## config.mk

```make
export PLATFORM = sky130hd
export DESIGN_NAME = par_readout
export DESIGN_NICKNAME = d
export VERILOG_FILES = /design/src/rtl/rdo_pkg.sv /design/src/rtl/rdo_result_store.sv /design/src/rtl/rdo_capture.sv /design/src/rtl/rdo_lane_mux.sv /design/src/rtl/par_readout.sv
export SDC_FILE = /design/constraint.sdc
export NUM_CORES = 1
export LEC_CHECK = 0
export ABC_AREA = 1
export BUFFER_PORTS_ARGS = -buffer_cell sky130_fd_sc_hd__buf_4
export CAP_MARGIN = 20
export CELL_PAD_IN_SITES_DETAIL_PLACEMENT = 0
export CELL_PAD_IN_SITES_GLOBAL_PLACEMENT = 1
export CORE_UTILIZATION = 38
export CTS_BUF_LIST = sky130_fd_sc_hd__clkbuf_2
export CTS_CLUSTER_DIAMETER = 60
export DETAILED_ROUTE_END_ITERATION = 8
export PLACE_DENSITY_LB_ADDON = 0.3
export SETUP_SLACK_MARGIN = 0.05
export SKIP_CTS_REPAIR_TIMING = 1
export SLEW_MARGIN = 20
export SYNTH_ARGS = -nofsm -noshare
export SYNTH_HDL_FRONTEND = slang
export SYNTH_SLANG_ARGS = --single-unit
```

## constraint.sdc

```tcl
create_clock -name clk_i -period 1.5 [get_ports clk_i]
set_input_delay 0.15 -clock clk_i [delete_from_list [all_inputs] [get_ports clk_i]]
set_output_delay 0.15 -clock clk_i [all_outputs]
set_load 0.05 [all_outputs]
```

## src/rtl/rdo_pkg.sv

```systemverilog
package rdo_pkg;
  localparam int unsigned DATA_W  = 16;
  localparam int unsigned LANE_W  = 8;
  localparam int unsigned N_LANES = DATA_W / LANE_W;
  typedef logic [DATA_W-1:0] word_t;
endpackage

```

## src/rtl/rdo_result_store.sv

```systemverilog
module rdo_result_store #(
  parameter int unsigned W = 16
) (
  input  logic         clk_i,
  input  logic         rst_ni,
  input  logic         busy_i,
  input  logic [W-1:0] conv_data_i,
  output logic [W-1:0] word_o
);
  logic         busy_q;
  logic [W-1:0] result_q;
  logic         fall;

  assign fall = busy_q & ~busy_i;

  always_ff @(posedge clk_i or negedge rst_ni) begin
    if (!rst_ni) begin
      busy_q   <= 1'b0;
      result_q <= '0;
    end else begin
      busy_q <= busy_i;
      if (fall) result_q <= conv_data_i;
    end
  end

  // bypass so a read starting on the fall edge sees the new word
  assign word_o = fall ? conv_data_i : result_q;
endmodule

```

## src/rtl/rdo_capture.sv

```systemverilog
module rdo_capture #(
  parameter int unsigned W = 16
) (
  input  logic         clk_i,
  input  logic         rst_ni,
  input  logic         cs_ni,
  input  logic         rd_ni,
  input  logic         ser_mode_i,
  input  logic         twos_i,
  input  logic [W-1:0] word_i,
  output logic [W-1:0] hold_o,
  output logic         active_o
);
  localparam logic [W-1:0] MSB_MASK = {1'b1, {(W-1){1'b0}}};

  logic         en_now;
  logic         en_q;
  logic [W-1:0] hold_q;
  logic [W-1:0] coded;

  assign en_now = ~(cs_ni | rd_ni) & ~ser_mode_i;
  assign coded  = twos_i ? (word_i ^ MSB_MASK) : word_i;

  always_ff @(posedge clk_i or negedge rst_ni) begin
    if (!rst_ni) begin
      en_q   <= 1'b0;
      hold_q <= '0;
    end else begin
      en_q <= en_now;
      if (en_now && !en_q) hold_q <= coded;
    end
  end

  assign hold_o   = hold_q;
  assign active_o = en_q;
endmodule

```

## src/rtl/rdo_lane_mux.sv

```systemverilog
module rdo_lane_mux #(
  parameter int unsigned W      = 16,
  parameter int unsigned LANE_W = 8
) (
  input  logic [W-1:0] hold_i,
  input  logic         active_i,
  input  logic         swap_i,
  output logic [W-1:0] data_o,
  output logic [W-1:0] oe_o
);
  localparam int unsigned LANES = W / LANE_W;

  for (genvar l = 0; l < LANES; l++) begin : g_lane
    localparam int unsigned SRC = LANES - 1 - l;
    logic [LANE_W-1:0] lane;
    always_comb begin
      lane = swap_i ? hold_i[SRC*LANE_W +: LANE_W] : hold_i[l*LANE_W +: LANE_W];
      data_o[l*LANE_W +: LANE_W] = active_i ? lane : '0;
      oe_o[l*LANE_W +: LANE_W]   = {LANE_W{active_i}};
    end
  end
endmodule

```

## src/rtl/par_readout.sv

```systemverilog
module par_readout
  import rdo_pkg::*;
(
  input  logic              clk_i,
  input  logic              rst_ni,
  input  logic              cs_ni,
  input  logic              rd_ni,
  input  logic              ser_mode_i,
  input  logic              swap_i,
  input  logic              twos_i,
  input  logic              busy_i,
  input  logic [DATA_W-1:0] conv_data_i,
  output logic [DATA_W-1:0] data_o,
  output logic [DATA_W-1:0] oe_o
);
  word_t pub_word;
  word_t hold;
  logic  active;

  rdo_result_store #(.W(DATA_W)) u_store (
    .clk_i      (clk_i),
    .rst_ni     (rst_ni),
    .busy_i     (busy_i),
    .conv_data_i(conv_data_i),
    .word_o     (pub_word)
  );

  rdo_capture #(.W(DATA_W)) u_capture (
    .clk_i     (clk_i),
    .rst_ni    (rst_ni),
    .cs_ni     (cs_ni),
    .rd_ni     (rd_ni),
    .ser_mode_i(ser_mode_i),
    .twos_i    (twos_i),
    .word_i    (pub_word),
    .hold_o    (hold),
    .active_o  (active)
  );

  rdo_lane_mux #(.W(DATA_W), .LANE_W(LANE_W)) u_mux (
    .hold_i  (hold),
    .active_i(active),
    .swap_i  (swap_i),
    .data_o  (data_o),
    .oe_o    (oe_o)
  );
endmodule

```

# After elaboration in Yosys (flattened, before gate mapping)

Cells that the tools add are included.
Widths: inputs -> output; s select.

Output and inout bits: 32
Bits in registers: 34

Reduce and logical (&&, ||, !) cells: 2
Mux-type cells: 6
Bitwise gates (word level): 7

Operator list:

| operator          | number |
|---|---|
| $mux 16           | 2 |
| $mux 8            | 4 |
| $not 1->1         | 4 |
| $and 1x1->1       | 2 |
| $logic_and 1x1->1 | 1 |
| $logic_not 1->1   | 1 |
| $or 1x1->1        | 1 |

# Depth between registers and ports, before layout

Depth after elaboration: 5
Depth in mapped cells: 7
Depth with buffers taken out: 6

# Cells and area by module

Synthesis repeated with hierarchy kept, for this count alone.

Cells, all modules: 253
Area, all modules: 1941.9 um2

By module, submodules not included:

| module           | seq. area each (um2) | cells each | instances | area each (um2) |
|---|---|---|---|---|
| rdo_capture      | 425.4                | 81         | 1         | 764.5 |
| rdo_result_store | 425.4                | 71         | 1         | 703.2 |
| rdo_lane_mux     | 0.0                  | 101        | 1         | 474.2 |

# Least setup slack after synthesis

OpenSTA, ideal clock, no wires.

Path kind: register to output
Start: register u_capture.en_q (netlist: u_capture.active_o)
End: output data_o[1]
Arrival: 1.742 ns
Setup slack: -0.392 ns
Path buffers: 1
Stages on the path, launching flop included: 4
Cells stage by stage: dfrtp_1 buf_2 o21ai_0 a21oi_1

Word-level cells in the longest chain between the ends: 1

RTL lines:

| item                     | line               | source |
|---|---|---|
| start: declaration       | rdo_capture.sv:17  | `logic en_q;` |
| start signal: assignment | rdo_capture.sv:29  | `en_q <= en_now;` |
| $mux 8                   | rdo_lane_mux.sv:18 | `data_o[l*LANE_W +: LANE_W] = active_i ? lane : '0;` |
| end: declaration         | par_readout.sv:13  | `output logic [DATA_W-1:0] data_o,` |

No other way between the ends.

# Final worst setup path

Start: register u_capture.en_q (netlist: u_capture.active_o)
End: output oe_o[12]

RTL lines:

| item             | line              | source |
|---|---|---|
| end: declaration | par_readout.sv:14 | `output logic [DATA_W-1:0] oe_o` |

No word-level cell between the ends.

==> impl_metrics.json <==
{
  "run_status": "finished with violations",
  "violated_checks": "setup timing",
  "multi_input_area_um2": 733,
  "first_pass_grt_wire_length_um": 5810,
  "synth_compound_area_share_pct": 13.4,
  "leakage_nw": 1.17,
  "core.rowCount": 24,
  "cts_inserted_buffers": 5,
  "register_area_um2": 852,
  "drive_gt1_share_pct": 41.0,
  "skew_ps": 13.2,
  "synth_xor_area_share_pct": 0,
  "antenna_cells": 0,
  "max-vdd-ir-drop_mv": 0.583,
  "wl_per_cell_um": 11.6,
  "synthesis.instances": 206,
  "timing_hold_violations_final": 0,
  "grt_setup_unrepaired": "true",
  "layout_min_cycle_time_ps": 1500,
  "largest_family_of_logic_cells_by_synthesized_area": "simple AND/OR/NAND/NOR gates",
  "syn_area_mm2": 0.00172,
  "critPathRequiredTime_ps": 1350,
  "grt_use_total_pct": 15.3,
  "hold_path_class": "input port to register",
  "synth.mux.area_fraction_pct": 0,
  "postLayoutSetupSlackWorst_ps": -2.57,
  "critical-path-slowest-cell": "sky130_fd_sc_hd__dfrtp_2",
  "arrival_ps": 1350,
  "ff2ff_setup_slack_ps": 150,
  "synth.yosys.warnings": 0,
  "cp-start-kind": "register",
  "design.final.nets": 279,
  "yosys_register_bits": 34,
  "worstSetupStartpoint": "u_capture.active_o",
  "slew_viol_final": 0,
  "final.fill_count": 408,
  "synth_simple_gate_area_share_pct": 20.4,
  "core_area_mm2": 0.00435,
  "drc": 0,
  "detailedRoute.firstPassIterationCount": 4,
  "dr_total_vias": 1430,
  "dieHeight_um": 69.3,
  "final_cell_mix": "44 x sky130_fd_sc_hd__nand2_1, 44 x sky130_fd_sc_hd__buf_4, 33 x sky130_fd_sc_hd__dfrtp_1",
  "detail_route.vias_per_cell": 4.64,
  "worst-slew-pin-transition_ps": 427,
  "dp_hpwl_um": 2570,
  "r2r-start": "u_capture.active_o",
  "cts.htree.levels": 2,
  "max_clock_freq_ghz": 0.666,
  "clkSinkCount": 34,
  "ctsLongestPathBuffers": 2,
  "gr-total-overflow": 0,
  "period_share_pct": 100,
  "crit_path_frequent_cell": "sky130_fd_sc_hd__buf_4",
  "ctsRootBufferMaster": "sky130_fd_sc_hd__clkbuf_2",
  "reg2reg_depth": 6,
  "setup.worst_path.end_class": "primary output",
  "cp_cell_sequence": "buf_6 > buf_4 > buf_4",
  "yosys.area_share.adder_pct": 0,
  "ys_seq_area_share_pct": 49.5,
  "summed_negative_setup_slack_over_all_endpoints_ps": -21.8,
  "max_slew_margin_pct": 71.5,
  "drv_cap": 0,
  "grt_pass1_vias": 1280,
  "syn-num-nets": 230,
  "synth_area_per_cell_um2": 8.35,
  "cts_tree": "yes",
  "crit_path_max_fanout": 16,
  "die_width_um": 69.3,
  "crit_path_max_incr_delay_ps": 460,
  "clkTransAtPathRegs_ps": 170,
  "worst_r2r_endpoint": "u_capture.hold_o[5]",
  "initial_core_util_pct": 39.5,
  "antenna_found_initial": 0,
  "dieArea_mm2": 0.00480,
  "clk-insertion-delay-late_ps": 370,
  "critical_path.endpoint": "oe_o[12]",
  "top_level_ports": 56,
  "timing_worst_setup_path_type": "register to primary output",
  "ant_nets": 0,
  "areaGrowthSynthToFinish_pct": 38.8,
  "initialDrtViolationCount": 47,
  "pin_count_of_the_biggest_net_entering_global_routing": 35,
  "place_congestion": 0.766,
  "powerDensity_mw_per_mm2": 911,
  "setup_violations": 14,
  "placement.io_buffers": 55,
  "wirelength_um": 3580,
  "finalPower_w": 0.00218,
  "synthDistinctLibCells": 16
}
==> critical path, delay by kind of cell, from the launching register on <==
family / cells / cell delay (ps)
buf+inv: 3 / 520
flops: 1 / 460
==> cell families (layout without fill, tap and decap cells) <==
logic type	after synthesis	in the layout
AND/OR/NAND/NOR	75	75
buffers and inverters	51	101
AO/OA/AOI/OAI	46	46
flip-flops	34	34
==> power breakdown <==
part | total [W] | switching [W] | leakage, nW | internal (W)
clock network | 0.000413 | 0.000298 | 0.0304 | 0.000115
logic | 0.000639 | 0.000419 | 0.716 | 0.000220
registers | 0.00112 | 0.0000644 | 0.423 | 0.00106
==> stage by stage <==
| stage | cell area [um^2] | setup slack, ps | utilization (%) | hold WS (ps) | instances |
|---|---|---|---|---|---|
| final | 2390 | -2.57 | 54.8 | 31.0 | 308 |
| after global routing | 2390 | -91.0 | 54.8 | 6.61 | 308 |
| after CTS | 2230 | -183 | 51.2 | -313 | 301 |
| after detailed placement | 2190 | 238 | 50.3 | 124 | 293 |
| after global placement | 2190 | 266 | 50.3 | 125 | 293 |
| after floorplan | 1860 | 135 | - | -146 | 206 |
==> worst min-delay path by stage <==
stage | startpoint | end | slack, ps | depth (start not counted)
after floorplan | rst_ni | u_capture.active_o | -150 | 0
after global placement | rst_ni | u_capture.hold_o[3] | 120 | 1
after detailed placement | rst_ni | u_capture.hold_o[10] | 120 | 1
after CTS | rst_ni | u_capture.hold_o[14] | -310 | 1
after global routing | conv_data_i[15] | u_store.result_q[15] | 7 | 3
final | conv_data_i[1] | u_store.result_q[1] | 30 | 3
==> synthesized netlist by cell type <==
cell / instances / area share [%]
sky130_fd_sc_hd__nand3_2: 1 / 0.58
sky130_fd_sc_hd__o21ai_1: 14 / 4.1
sky130_fd_sc_hd__inv_4: 1 / 0.36
sky130_fd_sc_hd__inv_1: 23 / 5.0
sky130_fd_sc_hd__nand3_1: 20 / 5.8
sky130_fd_sc_hd__buf_4: 17 / 7.4
sky130_fd_sc_hd__nand2_2: 8 / 2.9
sky130_fd_sc_hd__nand2_1: 44 / 9.6
sky130_fd_sc_hd__nand2_8: 1 / 1.2
sky130_fd_sc_hd__dfrtp_1: 34 / 49
sky130_fd_sc_hd__buf_2: 6 / 1.7
sky130_fd_sc_hd__clkbuf_1: 1 / 0.22
sky130_fd_sc_hd__a21oi_1: 16 / 4.7
sky130_fd_sc_hd__o21ai_0: 16 / 4.7
sky130_fd_sc_hd__buf_6: 3 / 2.0
sky130_fd_sc_hd__nor2_2: 1 / 0.36
==> layout make-up <==
cell class / instances / share of cell area [%]
multi-input cells: 121 / 30.7
flip-flops and latches: 34 / 35.7
clock buffers: 6 / 1.26
well taps: 52 / 2.73
repair buffers: 69 / 25.4
inverters: 24 / 3.88
clock inverters: 2 / 0.367
==> state kept, by name, summed over array words and instances (netlist names) <==
| signal | cells |
|---|---|
| u_capture.active_o | 1 |
| u_capture.hold_o | 16 |
| u_store.busy_q | 1 |
| u_store.result_q | 16 |
==> per-layer routing <==
metal | up-vias | track usage, % | share of wire [%]
met5 | - | 0 | 0
met4 | 0 | 6.80 | 1.5
met3 | 5 | 3.34 | 4.8
met2 | 42 | 23.8 | 48
met1 | 640 | 20.6 | 46
li1 | 743 | - | -
Note: power is estimated with default switching activity, not from simulation.
